==> src/rtl/cell_tx_pkg.sv <==
package cell_tx_pkg;

  // Per-cycle strobes from control to the output datapath
  typedef struct packed {
    logic send;   // a byte is taken from the FIFO this cycle
    logic first;  // that byte opens a new cell
  } txStrobe_t;

endpackage

==> src/rtl/cell_tx_ctrl.sv <==
module cell_tx_ctrl
  import cell_tx_pkg::*;
#(
  parameter int CELL_BYTES = 48
) (
  input  logic      clk,
  input  logic      rst,
  input  logic      cellAvail,
  input  logic      phyFull,
  output txStrobe_t strb,
  output logic      cntZero
);

  localparam int CNT_W = $clog2(CELL_BYTES);
  localparam logic [CNT_W-1:0] LAST_POS = CNT_W'(CELL_BYTES - 1);

  logic [CNT_W-1:0] bytePos;
  logic             midCell;
  logic             sendNow;

  assign midCell = (bytePos != '0);
  assign cntZero = !midCell;

  // A started cell is already complete in the FIFO, so only backpressure halts it
  assign sendNow = !rst && !phyFull && (midCell || cellAvail);

  always_comb begin
    strb.send  = sendNow;
    strb.first = sendNow && !midCell;
  end

  always_ff @(posedge clk) begin
    if (rst) begin
      bytePos <= '0;
    end else if (sendNow) begin
      if (bytePos == LAST_POS) bytePos <= '0;
      else                     bytePos <= bytePos + 1'b1;
    end
  end

  // Byte position never leaves the cell
  assert_pos_in_cell_R6: assert property (@(posedge clk) disable iff (rst)
    int'(bytePos) < CELL_BYTES);

endmodule

==> src/rtl/cell_tx_dpath.sv <==
module cell_tx_dpath
  import cell_tx_pkg::*;
#(
  parameter int DATA_W = 8
) (
  input  logic              clk,
  input  logic              rst,
  input  txStrobe_t         strb,
  input  logic [DATA_W-1:0] fifoData,
  output logic              txEnable,
  output logic              txSoc,
  output logic [DATA_W-1:0] txData
);

  always_ff @(posedge clk) begin
    if (rst) begin
      txEnable <= 1'b0;
      txSoc    <= 1'b0;
      txData   <= '0;
    end else begin
      txEnable <= strb.send;
      txSoc    <= strb.first;
      if (strb.send) txData <= fifoData;
    end
  end

  // Start marker only ever rides on a valid byte
  assert_soc_with_enable_R4: assert property (@(posedge clk) disable iff (rst)
    txSoc |-> txEnable);

endmodule

==> src/rtl/cell_tx_phy.sv <==
module cell_tx_phy
  import cell_tx_pkg::*;
#(
  parameter int DATA_W     = 8,
  parameter int CELL_BYTES = 48
) (
  input  logic              clk,
  input  logic              rst,
  input  logic [DATA_W-1:0] fifoData,
  input  logic              cellAvail,
  output logic              fifoPop,
  input  logic              phyFull,
  output logic              txEnable,
  output logic              txSoc,
  output logic [DATA_W-1:0] txData,
  input  logic              phyIrq,
  output logic              hostIrq
);

  txStrobe_t strb;
  logic      cntZero;

  cell_tx_ctrl #(.CELL_BYTES(CELL_BYTES)) u_ctrl (
    .clk      (clk),
    .rst      (rst),
    .cellAvail(cellAvail),
    .phyFull  (phyFull),
    .strb     (strb),
    .cntZero  (cntZero)
  );

  cell_tx_dpath #(.DATA_W(DATA_W)) u_dpath (
    .clk     (clk),
    .rst     (rst),
    .strb    (strb),
    .fifoData(fifoData),
    .txEnable(txEnable),
    .txSoc   (txSoc),
    .txData  (txData)
  );

  assign fifoPop = strb.send;
  assign hostIrq = phyIrq;

  assert_full_gates_enable_R2: assert property (@(posedge clk) disable iff (rst)
    phyFull |=> !txEnable);

  assert_pop_then_byte_R1: assert property (@(posedge clk) disable iff (rst)
    fifoPop |=> txEnable);

  assert_soc_not_twice_R4: assert property (@(posedge clk) disable iff (rst)
    txSoc |=> !txSoc);

  assert_idle_without_cell_R7: assert property (@(posedge clk) disable iff (rst)
    (cntZero && !cellAvail) |=> !txEnable);

  assert_reset_quiet_R9: assert property (@(posedge clk)
    rst |=> (!txEnable && !txSoc));

endmodule

==> config.mk <==
export PLATFORM = sky130hd
export DESIGN_NAME = cell_tx_phy
export DESIGN_NICKNAME = d
export VERILOG_FILES = /design/src/rtl/cell_tx_pkg.sv /design/src/rtl/cell_tx_ctrl.sv /design/src/rtl/cell_tx_dpath.sv /design/src/rtl/cell_tx_phy.sv
export SDC_FILE = /design/constraint.sdc
export NUM_CORES = 1
export LEC_CHECK = 0
export BUFFER_PORTS_ARGS = -buffer_cell sky130_fd_sc_hd__buf_4
export CORE_MARGIN = 4
export CORE_UTILIZATION = 46
export DETAILED_ROUTE_END_ITERATION = 7
export PLACE_DENSITY = 0.79
export SLEW_MARGIN = 30
export SYNTH_ARGS = -nofsm -noshare
export SYNTH_HDL_FRONTEND = slang
export SYNTH_HIERARCHICAL = 1
export SYNTH_SLANG_ARGS = --single-unit
==> constraint.sdc <==
create_clock -name clk -period 2 [get_ports clk]
set_input_delay 0.2 -clock clk [delete_from_list [all_inputs] [get_ports clk]]
set_output_delay 0.2 -clock clk [all_outputs]
set_load 0.005 [all_outputs]
==> flow_summary.toml <==
[timing]
fmax_mhz = 533
hold_viol = 0
worstMarginPinSlew_ns = 0.224
maxSlewViolCount = 0
finalSetupTns_ns = 0
slew_headroom = 0.851
skew_ns = 0.00609
fin_crit_sh = 0.938
min_period_ns = 1.88
rsz0062_at_grt = "false"
setup_viol = 0

[logic_synthesis]
synth_area_leaders = "dfxtp_1 (45%), mux2i_1 (13%), nor2_1 (6.4%)"
synth_cell_types = 22
yosysWarnings = 6
yosysTopAreaCellShare = 0.454
synth-main-ff-cell = "dfxtp_1"
yosysMostFrequentCell = "dfxtp_1"
ys_async_sr_fraction = 0
synthCells = 75
synth_area_per_cell_um2 = 9.41
yosysSeqAreaShare = 0.454
synth_edf_count = 0
yosysTopAreaCell = "dfxtp_1"
netlist_area_um2 = 706
synthTopCellsByCount = "dfxtp_1 (16), nor2_1 (12), mux2i_1 (9)"
ys_seq_elements = 16
synth_nets = 90

[floorplan]
num_rows = 13
ios = 25
die_area_mm2 = 0.00222
core_region_area_mm2 = 0.00137
initial_core_util = 0.516
die_x_um = 47.2
die_height_um = 47.2

[hold_path]
hp-start = "fifoData[7]"
holdPathEnd = "u_dpath/txData[7]"
whs_path_depth = 3
hp-class = "in -> reg"

[global_route]
grt_first_pass_wirelength_um = 2120
antenna_found_initial = 0
grt_max_degree = 18
grt.total_usage = 0.137
gr-total-overflow = 0
first_global_vias = 500

[clocking]
postCtsSetupRepairBufs = 0
cts-root-buf = "clkbuf_4"
hold_buffers = 0
clk_latency_ns = 0.29
cts_resized = 0
path_clk_slew_ns = 0.09
cts_tree = "built"
cts_made_buffers = 3
cts.sinks = 16
clockBufferDepth = 2
h-tree-depth = 1

[setup_path]
path_cells = "inv_1, ha_1, a41o_4, nor2_1, buf_4, buf_4"
worst_ep_required_time_ns = 1.80
crit_arrival_ns = 1.68
timing.rr.start = "u_ctrl/bytePos[0]"
regToRegEndpoint = "u_dpath/txData[2]"
critPathSlowestCell = "dfxtp_1"
start_kind = "flop"
critical_path_class = "reg -> out"
slowest_delay_ns = 0.41
path_max_fanout = 11
path_buf_inv = 3
crit_path_end_kind = "output pin"
cp_top_family = "buffers and inverters"
crit_path_frequent_cell = "buf_4"
reg2reg_slack_ns = 0.38
worst-r2r-cell-count = 7

[routing]
drc = 0
wl_um = 1350
first_pass_iters = 4
drt_iter0_drc = 4
vias = 586
ant_nets = 0
wl_per_cell_um = 12.0
vias_per_cell = 5.19

[final_layout]
finalInstanceArea_um2 = 902
diodes = 0
syn2layout_area_growth_pct = 27.8
drive_above_1_share = 0.327
finalNetCount = 114

[power]
comb_power_share = 0.135
sequentialPowerShare = 0.537
p_switching_w = 0.000140
p_clk_frac = 0.328
switching_share = 0.221
p_int_w = 0.000493
vdd_ir_drop_max_uv = 481
p_leak_nw = 0.388
power_density_mw_per_mm2 = 701

[placement]
dp_hpwl_um = 1030
routabilityCongestion = 0.734
port-buffer-count = 22
placed_cell_area_um2 = 866

[run_status]
outcome = "complete, no violations"

[flow_run]
drv_cap = 0
[through the flow]
stage	worst slack, ns	utilization	instances	total power, W	hold WS (ns)
floorplan	0.455	-	75	0.000394	0.269
global placement	0.461	0.634	109	0.000431	0.400
detailed placement	0.372	0.634	109	0.000434	0.400
CTS	0.0994	0.660	113	0.000642	0.138
global route	0.0369	0.660	113	0.000667	0.164
finish	0.125	0.660	113	0.000632	0.149
[power by group through the flow]
stage | clock [W] | sequential [W] | combinational, W
floorplan | 0 | 0.000347 | 0.0000473
global placement | 0 | 0.000346 | 0.0000841
detailed placement | 0 | 0.000347 | 0.0000866
CTS | 0.000216 | 0.000340 | 0.0000867
global route | 0.000231 | 0.000341 | 0.0000947
finish | 0.000207 | 0.000340 | 0.0000852
[worst register-to-register path: stages, from the launching register on]
cell and delay (ns):
dfxtp_1 0.41, inv_1 0.08, ha_1 0.23, a41o_4 0.24
nor2_1 0.09, buf_4 0.20, mux2i_1 0.22, nor2_1 0.05
[worst max path at each step]
stage | from | to | slack (ns) | depth (start not counted)
floorplan | u_ctrl/bytePos[0] | u_dpath/txData[0] | 0.45 | 8
global placement | u_ctrl/bytePos[0] | u_dpath/txData[5] | 0.46 | 7
detailed placement | u_ctrl/bytePos[0] | u_dpath/txData[2] | 0.37 | 7
CTS | u_ctrl/bytePos[0] | fifoPop | 0.1 | 6
global route | u_ctrl/bytePos[0] | fifoPop | 0.04 | 6
finish | u_ctrl/bytePos[0] | fifoPop | 0.12 | 6
[flip-flops by register name, indices dropped and copies added, names as in the netlist]
signal / count
u_dpath/txEnable: 1
u_dpath/txSoc: 1
u_ctrl/bytePos: 6
u_dpath/txData: 8
[final cells by class]
type	count	area, µm²
tap	15	18.8
sequential	16	320
clock buffer	4	36.3
fill	125	464
inverter	4	15.0
multi-input combinational	51	339
timing repair buffer	23	173
[metal layers]
layer	global-route usage	wire length (µm)	vias up
met5	0	0	-
met4	0.0497	14	0
met3	0.0575	97	3
met2	0.228	678	14
met1	0.158	563	267
li1	-	-	302
[layout by cell type (no fill, tap or decap)]
master / instances
a211o_2: 1
a31oi_1: 1
ha_1: 2
nor2_1: 12
buf_4: 23
a21oi_1: 6
clkbuf_8: 1
and3_1: 1
nor2_2: 1
o21ai_0: 4
and2_1: 1
or3_1: 3
inv_1: 4
nand2_1: 2
and3_2: 1
nand3_1: 3
nor2b_1: 2
and4b_2: 1
clkbuf_4: 3
a41o_4: 1
mux2i_1: 9
dfxtp_1: 16
[kinds of logic (layout without fill, tap and decap cells)]
kind of cell    after synthesis  count (layout)  synth area share
flops                        16              16             0.454
simple gates                 27              27             0.193
fa+ha+maj                     2               2            0.0355
mux                           9               9             0.128
buf+inv                       8              31            0.0656
compound gates               13              13             0.124
(Power assumes the default switching activity.)
